## src/rtl/wp_pkg.sv

```systemverilog
package wp_pkg;
  localparam int DATA_W = 32;
  localparam int ADDR_W = 2;

  typedef enum logic [ADDR_W-1:0] {
    REG_LOCK = 2'd0,
    REG_CTRL = 2'd1,
    REG_SEL  = 2'd2,
    REG_NONE = 2'd3
  } reg_sel_e;

  function automatic logic [DATA_W-1:0] impl_mask(input int n);
    logic [DATA_W-1:0] m;
    m = '0;
    for (int i = 0; i < DATA_W; i++) begin
      if (i < n) m[i] = 1'b1;
    end
    return m;
  endfunction
endpackage

```

## src/rtl/wp_lock_bank.sv

```systemverilog
module wp_lock_bank #(
  parameter int NSEC     = 16,
  parameter int NUM_IMPL = 6
) (
  input  logic            clk,
  input  logic            rst,
  input  logic [NSEC-1:0] img,
  input  logic            wr_lock,
  input  logic [NSEC-1:0] wdata,
  input  logic            sle,
  input  logic            freeze,
  output logic [NSEC-1:0] lock_q
);
  logic accept;
  assign accept = wr_lock & sle & ~freeze;

  for (genvar i = 0; i < NSEC; i++) begin : g_bit
    if (i < NUM_IMPL) begin : g_impl
      logic q;
      always_ff @(posedge clk) begin
        if (rst)         q <= img[i];
        else if (accept) q <= wdata[i];
      end
      assign lock_q[i] = q;
    end else begin : g_absent
      assign lock_q[i] = 1'b1;
    end
  end

  a_r3_hold_without_enable: assert property (@(posedge clk) disable iff (rst)
    !sle |=> $stable(lock_q));
  a_r5_hold_while_suspend: assert property (@(posedge clk) disable iff (rst)
    freeze |=> $stable(lock_q));
endmodule

```

## src/rtl/wp_ctrl.sv

```systemverilog
module wp_ctrl (
  input  logic clk,
  input  logic rst,
  input  logic wr_ctrl,
  input  logic wbit,
  input  logic ilk_strobe,
  input  logic op_done,
  input  logic hv_suspend,
  output logic sle,
  output logic freeze
);
  logic ilk_pend, done_q, done_rise;
  assign done_rise = op_done & ~done_q;

  always_ff @(posedge clk) begin
    if (rst) begin
      sle      <= 1'b0;
      ilk_pend <= 1'b0;
      done_q   <= 1'b0;
    end else begin
      done_q <= op_done;
      if (wr_ctrl) sle <= wbit;
      if (ilk_strobe)     ilk_pend <= 1'b1;
      else if (done_rise) ilk_pend <= 1'b0;
    end
  end

  assign freeze = ilk_pend | hv_suspend;

  a_r4_pend_set: assert property (@(posedge clk) disable iff (rst)
    ilk_strobe |=> ilk_pend);
  a_r4_pend_clear: assert property (@(posedge clk) disable iff (rst)
    (op_done && !done_q && !ilk_strobe) |=> !ilk_pend);
endmodule

```

## src/rtl/wp_sel_reg.sv

```systemverilog
module wp_sel_reg #(
  parameter int SEL_W = 18
) (
  input  logic             clk,
  input  logic             rst,
  input  logic             wr_sel,
  input  logic [SEL_W-1:0] wdata,
  output logic [SEL_W-1:0] sel_q
);
  always_ff @(posedge clk) begin
    if (rst)         sel_q <= '0;
    else if (wr_sel) sel_q <= wdata;
  end

  a_r7_sel_hold: assert property (@(posedge clk) disable iff (rst)
    !wr_sel |=> $stable(sel_q));
endmodule

```

## src/rtl/flash_wp_reg.sv

```systemverilog
module flash_wp_reg
  import wp_pkg::*;
#(
  parameter int NSEC     = 16,
  parameter int MID_W    = 2,
  parameter int NUM_IMPL = 6
) (
  input  logic              clk,
  input  logic              rst,
  input  logic [NSEC-1:0]   cfg_lock_img,
  input  logic              bus_wr,
  input  logic [ADDR_W-1:0] bus_addr,
  input  logic [DATA_W-1:0] bus_wdata,
  output logic [DATA_W-1:0] bus_rdata,
  input  logic [NSEC-1:0]   prim_lock,
  input  logic              ilk_strobe,
  input  logic              op_done,
  input  logic              hv_suspend,
  input  logic              erase_req,
  output logic [NSEC-1:0]   mod_ok,
  output logic [NSEC-1:0]   erase_go
);
  localparam int SEL_W = NSEC + MID_W;

  reg_sel_e        addr_e;
  logic            wr_lock, wr_ctrl, wr_sel;
  logic            sle, freeze;
  logic [NSEC-1:0] lock_q, permit;
  logic [SEL_W-1:0] sel_q;
  logic            unused_wdata;

  assign addr_e  = reg_sel_e'(bus_addr);
  assign wr_lock = bus_wr & (addr_e == REG_LOCK);
  assign wr_ctrl = bus_wr & (addr_e == REG_CTRL);
  assign wr_sel  = bus_wr & (addr_e == REG_SEL);
  assign unused_wdata = ^bus_wdata;

  wp_ctrl u_ctrl (
    .clk(clk), .rst(rst), .wr_ctrl(wr_ctrl), .wbit(bus_wdata[0]),
    .ilk_strobe(ilk_strobe), .op_done(op_done), .hv_suspend(hv_suspend),
    .sle(sle), .freeze(freeze)
  );

  wp_lock_bank #(.NSEC(NSEC), .NUM_IMPL(NUM_IMPL)) u_lock (
    .clk(clk), .rst(rst), .img(cfg_lock_img), .wr_lock(wr_lock),
    .wdata(bus_wdata[NSEC-1:0]), .sle(sle), .freeze(freeze), .lock_q(lock_q)
  );

  wp_sel_reg #(.SEL_W(SEL_W)) u_sel (
    .clk(clk), .rst(rst), .wr_sel(wr_sel),
    .wdata(bus_wdata[SEL_W-1:0]), .sel_q(sel_q)
  );

  assign permit = ~lock_q & ~prim_lock;

  always_ff @(posedge clk) begin
    if (rst) begin
      mod_ok    <= '0;
      erase_go  <= '0;
      bus_rdata <= '0;
    end else begin
      mod_ok   <= permit;
      erase_go <= erase_req ? (sel_q[NSEC-1:0] & permit) : '0;
      case (addr_e)
        REG_LOCK: bus_rdata <= DATA_W'(lock_q);
        REG_CTRL: bus_rdata <= DATA_W'(sle);
        REG_SEL:  bus_rdata <= DATA_W'(sel_q);
        default:  bus_rdata <= '0;
      endcase
    end
  end

  a_r6_no_permit_if_locked: assert property (@(posedge clk) disable iff (rst)
    1'b1 |=> ((mod_ok & $past(lock_q | prim_lock)) == '0));
  a_r8_erase_needs_permit: assert property (@(posedge clk) disable iff (rst)
    (erase_go & ~mod_ok) == '0);
  a_r8_no_erase_without_req: assert property (@(posedge clk) disable iff (rst)
    !erase_req |=> (erase_go == '0));
endmodule

```

## config.mk

```make
export PLATFORM = sky130hd
export DESIGN_NAME = flash_wp_reg
export DESIGN_NICKNAME = d
export VERILOG_FILES = /design/src/rtl/wp_pkg.sv /design/src/rtl/wp_lock_bank.sv /design/src/rtl/wp_ctrl.sv /design/src/rtl/wp_sel_reg.sv /design/src/rtl/flash_wp_reg.sv
export SDC_FILE = /design/constraint.sdc
export NUM_CORES = 1
export LEC_CHECK = 0
export ABC_AREA = 1
export BUFFER_PORTS_ARGS = -buffer_cell sky130_fd_sc_hd__clkbuf_2
export CORE_UTILIZATION = 44
export CTS_BUF_LIST = sky130_fd_sc_hd__clkbuf_2 sky130_fd_sc_hd__clkbuf_4 sky130_fd_sc_hd__clkbuf_8
export DETAILED_ROUTE_END_ITERATION = 10
export MAX_ROUTING_LAYER = met4
export PLACE_DENSITY = 0.79
export RECOVER_POWER = 100
export SYNTH_ARGS = -nofsm -noshare
export SYNTH_HDL_FRONTEND = slang
export SYNTH_HIERARCHICAL = 1
export SYNTH_SLANG_ARGS = --single-unit
```

## constraint.sdc

```tcl
create_clock -name clk -period 1.1 [get_ports clk]
set_input_delay 0.055 -clock clk [delete_from_list [all_inputs] [get_ports clk]]
set_output_delay 0.055 -clock clk [all_outputs]
set_load 0.02 [all_outputs]
```

==> key figures, run 1 <==
Routing
  • Average wire per cell in the routed design: 11.9 um
  • Number of detailed-routing iterations run before antenna repair: 8
  • Detailed Route Iter0 Violations: 120
  • Via density per instance: 4.50
  • Routed wire length: 6900 um
  • DR DRC count: 7
  • Number of nets still failing antenna checks after routing: 0
  • Via total after detailed routing: 2,614

Place
  • Port-buffer cells: 98
  • Routability-driven placement congestion ratio: 0.747
  • Detailed placement HPWL: 4420 um

GRT
  • Pin count of the biggest net entering global routing: 27
  • Global router's overall resource usage: 20.6%
  • Wire length of the first global-routing pass: 10,900 um
  • Vias in the first global route: 2,369
  • Gr ovfl total: 0
  • Antenna violations before repair: 0

Setup path
  • Count of cells along the worst register-to-register path: 4
  • Category of the worst setup path launch point: flop
  • CP Capture Type: flop
  • Slowest CP cell: dfxtp_2
  • CP startpoint: u_ctrl/ilk_pend$_SDFFE_PP0P_
  • Category of the critical setup timing path: flop to flop
  • Beginning of the worst register-to-register path: u_ctrl/ilk_pend$_SDFFE_PP0P_
  • Combined buffer and inverter count along the critical path: 1
  • Cell-by-cell trace of the critical path: or2_1 > inv_1 > nand3_2 > nand2_4
  • Setup slack, reg-to-reg: 0.03 ns
  • Largest stage delay on the critical path: 0.32 ns
  • Family with the most delay on the worst path: simple AND/OR/NAND/NOR gates
  • Total number of cells along the worst setup path: 4
  • Crit-path max FO: 6
  • R2r endpoint: u_lock/g_bit[4].g_impl.q$_DFFE_PP_
  • Worst endpoint data arrival time: 1.13 ns
  • Endpoint required time on the critical path: 1.16 ns
  • Crit path to: u_lock/g_bit[4].g_impl.q$_DFFE_PP_

STA
  • Min Tclk post-route: 1.07 ns
  • Slew Limit Fails: 0
  • Crit share post-route: 97.5%
  • Endpoints failing setup: 0
  • Achievable frequency: 933 MHz
  • Number of hold-slack violations in the final timing report: 0
  • Setup repair after global routing missed its margin: true
  • Final worst hold slack: 0.00960 ns
  • Setup TNS: 0 ns
  • Final Skew: 0.00783 ns

Job
  • Max-cap violations: 0

Yosys
  • Post-Synthesis Cells: 373
  • Post-synthesis register bit count: 77
  • Post-Synthesis Mean Instance Area: 8.01 um2
  • Distinct cells, synth: 20
  • Warnings from Yosys: 6
  • Synthesized cell area: 2990 um2
  • Sequential share of the synthesized area: 53.6%

Cells and area
  • Area of the multi-input gates: 1040 um2
  • Antenna cell count: 0
  • Total Nets Final: 572
  • Layout-stage area growth over the synthesis result: 30.6%
  • Leading cell type in the layout, fill and taps excluded: nand2_1
  • Area taken by flip-flops and latches: 1600 um2
  • Fillcell total: 593
  • Share of cells above drive strength 1: 18.3%
  • Top library cells by usage in the layout, fill and taps aside: nand2_1, dfxtp_1, nor2_1, clkbuf_1, clkbuf_2

Die
  • Top-Level Pins: 137
  • Core box area: 6460 um2
  • Die Ht: 84.4 um
  • Number of rows created at floorplan: 29
  • Chip Width: 84.4 um
  • Total Die Area: 7120 um2
  • Starting density of the core: 46.3%

Power and ir drop
  • Leakage: 1.76 nW
  • Pwr dens: 1550 nW/um2
  • Clock network fraction of total power: 39.7%
  • Comb power frac: 11.2%
  • Peak ir drop on the vdd network: 0.000704 V
  • Part of the total power dissipated in sequential elements: 49.1%
  • Cell-internal power: 4.58 mW
  • P_sw: 1.48 mW
  • Sw Ratio: 24.5%

Clocking
  • Clock latency on the worst-skew pair: 0.35 ns
  • Number of clock sinks seen by CTS: 77
  • TritonCTS clock tree: built
  • Longest Clk Path Bufs: 2
  • Count of H-tree levels built during CTS: 3
  • Number of CTS-inserted buffers: 9
  • Clock tree root driver cell: clkbuf_8
  • Clock input transition at the sequential cells of the worst setup and hold paths: 0.08 ns

Status
  • Violated checks: design-rule violations
  • Result of the run: finished with violations

Hold path
  • Startpoint of the worst hold path: bus_wdata[6]
  • Hold Crit Class: input pin to flop
[flip-flops by register name, summed over array words and instances (netlist names)]
name / flops
bus_rdata: 18
u_sel/sel_q: 18
erase_go: 16
mod_ok: 16
u_lock/g_bit.g_impl.q: 6
u_ctrl/done_q: 1
u_ctrl/ilk_pend: 1
u_ctrl/sle: 1
[routing by layer]
metal  global-route usage (%)  share of wire, %  vias to the layer above
met2                     35.3                51                      110
met1                     22.3                40                     1161
met3                     4.92               7.6                       11
li1                         -                 -                     1332
met4                     10.2               1.6                        0
met5                        -                 0                        -
[Yosys cell counts]
library cell  number  area share, %
a21oi_1           16            2.7
a21oi_2            1           0.29
buf_2              2           0.34
buf_4             32            8.0
buf_6              5            1.9
clkbuf_1           4           0.50
clkinv_1           1           0.13
conb_1             2           0.25
dfxtp_1           71             48
edfxtp_1           6            6.0
inv_1             27            3.4
inv_2              3           0.38
nand2_1           93             12
nand3_1           20            3.4
nor2_1            64            8.0
nor2_2             2           0.42
nor2_4             2           0.75
nor3_1             8            1.3
or2_1              1           0.21
or2_2             13            2.7
[cells by family after synthesis]
group | count (synthesis) | share of synthesized area, %
simple gates | 203 | 28.5
flops | 77 | 53.6
other cells | 2 | 0.251
compound gates | 17 | 2.97
buf+inv | 74 | 14.7
[timing repair]
item,CTS,global route
endpoints found under the setup margin,6,6
pin swaps,1,2
hold buffers,29,0
endpoints found under the hold margin,34,0
setup buffers,0,0
gates resized for setup,4,0
[cell type report]
cell class | count | share of cell area (%)
tap | 77 | 2.47
inverter | 31 | 2.98
multi-input combinational | 244 | 26.7
clock inverter | 5 | 2.12
sequential | 77 | 41.1
clock buffer | 11 | 3.72
timing repair buffer | 136 | 20.9
[worst min-delay path: stages]
cell and delay [ns]:
clkbuf_2 0.09, inv_1 0.05, nand2_1 0.04, nand2_1 0.06
nor2_2 0.03
[power by group through the flow]
| stage | Clock [mW] | Combinational, mW | Sequential [mW] |
|---|---|---|---|
| after CTS | 2.42 | 0.684 | 2.98 |
| final | 2.40 | 0.678 | 2.98 |
| after floorplan | 0 | 0.397 | 3.09 |
| after detailed placement | 0 | 0.597 | 3.04 |
| after global placement | 0 | 0.589 | 3.04 |
| after global routing | 2.55 | 0.746 | 2.99 |
[stage by stage]
| stage | setup WS (ns) | area (um2) | utilization (%) | std cells | total power [mW] |
|---|---|---|---|---|---|
| after CTS | 0.0130 | 3980 | 61.5 | 581 | 6.08 |
| after floorplan | 0.0295 | 3070 | - | 395 | 3.49 |
| after global placement | -0.0421 | 3440 | 53.3 | 536 | 3.63 |
| after global routing | -0.0446 | 3900 | 60.4 | 581 | 6.29 |
| final | 0.0276 | 3900 | 60.4 | 581 | 6.06 |
| after detailed placement | -0.0647 | 3440 | 53.3 | 536 | 3.64 |
[how the worst min path moves through the flow]
| stage | depth (start not counted) | to | slack [ns] |
|---|---|---|---|
| detailed placement | 2 | erase_go[0]$_SDFF_PP0_ | 0.24 |
| floorplan | 1 | u_ctrl/ilk_pend$_SDFFE_PP0P_ | 0.12 |
| CTS | 5 | u_sel/sel_q[6]$_SDFFE_PP0P_ | 0.002 |
| global placement | 2 | mod_ok[0]$_SDFF_PP0_ | 0.24 |
| finish | 5 | u_sel/sel_q[6]$_SDFFE_PP0P_ | 0.01 |
| global route | 5 | u_sel/sel_q[6]$_SDFFE_PP0P_ | 0.02 |
No activity file was read; power rests on OpenSTA's default activity.
==> inputs of run 2 (changes only) <==
--- a/config.mk
+++ b/config.mk
@@ -12,7 +12,7 @@
 export DETAILED_ROUTE_END_ITERATION = 10
 export MAX_ROUTING_LAYER = met4
 export PLACE_DENSITY = 0.79
-export RECOVER_POWER = 100
+export RECOVER_POWER = 50
 export SYNTH_ARGS = -nofsm -noshare
 export SYNTH_HDL_FRONTEND = slang
 export SYNTH_HIERARCHICAL = 1
==> run 2 against run 1 <==
Net effect:
- the run still ends with design-rule violations left
- setup slack improved by 0.0026 ns
- cell count did not move
- critical path depth did not move
- first-iteration DRC count fell by 16%
==> key figures, run 2 (same netlist as run 1, synthesis figures left out) <==
Status
  • Result of the run: finished with violations
  • Violated checks: design-rule violations

STA
  • Crit share post-route: 97.3%
  • Setup TNS: 0 ns
  • Crit path setup slack, layout: 0.0302 ns
  • Number of hold-slack violations in the final timing report: 0
  • Final Skew: 0.00762 ns
  • Final worst hold slack: 0.0165 ns
  • Endpoints failing setup: 0
  • Slew Limit Fails: 0
  • Min Tclk post-route: 1.07 ns
  • Setup repair after global routing missed its margin: true
  • Achievable frequency: 935 MHz

Setup path
  • Endpoint required time on the critical path: 1.15 ns
  • CP Capture Type: flop
  • Setup slack, reg-to-reg: 0.03 ns
  • Combined buffer and inverter count along the critical path: 1
  • Family with the most delay on the worst path: simple AND/OR/NAND/NOR gates
  • Count of cells along the worst register-to-register path: 4
  • Beginning of the worst register-to-register path: u_ctrl/ilk_pend$_SDFFE_PP0P_
  • Largest stage delay on the critical path: 0.32 ns
  • Cell-by-cell trace of the critical path: or2_1 > inv_1 > nand3_2 > nand2_4
  • Crit-path max FO: 6
  • Category of the worst setup path launch point: flop
  • Worst endpoint data arrival time: 1.12 ns
  • Category of the critical setup timing path: flop to flop
  • R2r endpoint: u_lock/g_bit[4].g_impl.q$_DFFE_PP_
  • Slowest CP cell: dfxtp_2

Place
  • Worst-case setup slack after placement: -0.0647 ns
  • Routability-driven placement congestion ratio: 0.747
  • Detailed placement HPWL: 4420 um
  • Total placed instance area: 3440 um2
  • Port-buffer cells: 98

Routing
  • Average wire per cell in the routed design: 11.7 um
  • Routed wire length: 6810 um
  • DR DRC count: 15
  • Via density per instance: 4.48
  • Number of detailed-routing iterations run before antenna repair: 7
  • Number of nets still failing antenna checks after routing: 0
  • Detailed Route Iter0 Violations: 101
  • Via total after detailed routing: 2,600

Cells and area
  • Post-Layout Inst Area: 3960 um2
  • Registers with the most flip-flops: bus_rdata: 18 flops, u_sel/sel_q: 18 flops
  • Antenna cell count: 0
  • Share of cells above drive strength 1: 27.8%
  • Top library cells by usage in the layout, fill and taps aside: nand2_1, clkbuf_2, dfxtp_1, nor2_1, dlygate4sd3_1
  • Fillcell total: 572
  • Total Nets Final: 572
  • Layout-stage area growth over the synthesis result: 32.6%

Die
  • Total Die Area: 7120 um2
  • Starting density of the core: 46.3%
  • Top-Level Pins: 137
  • Number of rows created at floorplan: 29
  • Die Ht: 84.4 um
  • Chip Width: 84.4 um
  • Core box area: 6460 um2

Power and ir drop
  • Cell-internal power: 4.59 mW
  • Overall power: 6.06 mW
  • Peak ir drop on the vdd network: 0.000703 V
  • Pwr dens: 1530 nW/um2
  • P_sw: 1.47 mW
  • Sw Ratio: 24.3%
  • Clock network fraction of total power: 39.5%
  • Comb power frac: 11.4%
  • Leakage: 1.92 nW
  • Part of the total power dissipated in sequential elements: 49.1%

Hold path
  • Worst-case hold path end point: u_sel/sel_q[6]$_SDFFE_PP0P_
  • Startpoint of the worst hold path: bus_wdata[6]
  • Hold Crit Class: input pin to flop
  • Hold path depth: 5

Clocking
  • Longest Clk Path Bufs: 2
  • Clock tree root driver cell: clkbuf_8
  • Count of H-tree levels built during CTS: 3
  • Number of clock sinks seen by CTS: 77
  • TritonCTS clock tree: built
  • Clock input transition at the sequential cells of the worst setup and hold paths: 0.08 ns
  • Number of CTS-inserted buffers: 9
  • Clock latency on the worst-skew pair: 0.34 ns

GRT
  • Global router's overall resource usage: 20.6%
  • Pin count of the biggest net entering global routing: 27
  • Grt peak-use layer: met2
  • Vias in the first global route: 2,369
  • Global-route track usage on met3: 4.92%
  • Met2 Use GR: 35.3%
  • Fraction of met1 tracks used by global routing: 22.3%
  • Antenna violations before repair: 0
  • Wire length of the first global-routing pass: 10,900 um
  • Gr ovfl total: 0

Job
  • Max-cap violations: 0
==> run 2: cell counts in the layout (fill, tap and decap cells not counted) <==
Identical to the previous run, type by type.
==> run 2: area by class of cell <==
class	instances	area [um2]	area share (%)
multi-input cells	244	1040	26.3
clock buffers	11	145	3.66
clock inverters	5	82.6	2.08
flip-flops and latches	77	1600	40.5
well taps	77	96.3	2.43
repair buffers	136	875	22.1
inverters	31	116	2.94
==> run 2: worst max-delay path by stage <==
stage          slack (ns)                                 end                          from  cells past startpoint
2_1_floorplan        0.03  u_lock/g_bit[0].g_impl.q$_DFFE_PP_  u_ctrl/ilk_pend$_SDFFE_PP0P_                      4
3_3_place_gp        -0.04  u_lock/g_bit[3].g_impl.q$_DFFE_PP_  u_ctrl/ilk_pend$_SDFFE_PP0P_                      4
3_5_place_dp        -0.06  u_lock/g_bit[4].g_impl.q$_DFFE_PP_  u_ctrl/ilk_pend$_SDFFE_PP0P_                      4
4_1_cts              0.01  u_lock/g_bit[4].g_impl.q$_DFFE_PP_  u_ctrl/ilk_pend$_SDFFE_PP0P_                      4
5_1_grt             -0.04  u_lock/g_bit[4].g_impl.q$_DFFE_PP_  u_ctrl/ilk_pend$_SDFFE_PP0P_                      4
6_report             0.03  u_lock/g_bit[4].g_impl.q$_DFFE_PP_  u_ctrl/ilk_pend$_SDFFE_PP0P_                      4
==> run 2: worst min-delay path: stages <==
cell	delay (ns)
clkbuf_2	0.09
inv_1	0.05
nand2_1	0.04
nand2_1	0.06
nor2_2	0.03
==> run 2: layer usage <==
metal | vias up | wire [um]
li1 | 1334 | -
met4 | 0 | 143
met2 | 103 | 3470
met3 | 11 | 437
met1 | 1152 | 2760
met5 | - | 0
==> run 2: stage by stage <==
step                      util (%)  instances
after floorplan                  -        395
after global placement        53.3        536
after detailed placement      53.3        536
after CTS                     61.5        581
after global routing          61.3        581
final                         61.3        581
==> run 2: power groups by stage <==
stage | Clock, mW | Combinational, mW | Sequential, mW
2_1_floorplan | 0 | 0.397 | 3.09
3_3_place_gp | 0 | 0.589 | 3.04
3_5_place_dp | 0 | 0.597 | 3.04
4_1_cts | 2.42 | 0.684 | 2.98
5_1_grt | 2.55 | 0.758 | 2.99
6_report | 2.40 | 0.690 | 2.98
==> run 2: repair_timing <==
| action | in CTS | in global routing |
|---|---|---|
| hold endpoints to repair | 34 | 0 |
| pin swaps | 1 | 2 |
| hold buffers | 29 | 0 |
| buffers inserted | 0 | 0 |
| gates resized for setup | 4 | 0 |
| endpoints found under the setup margin | 6 | 6 |
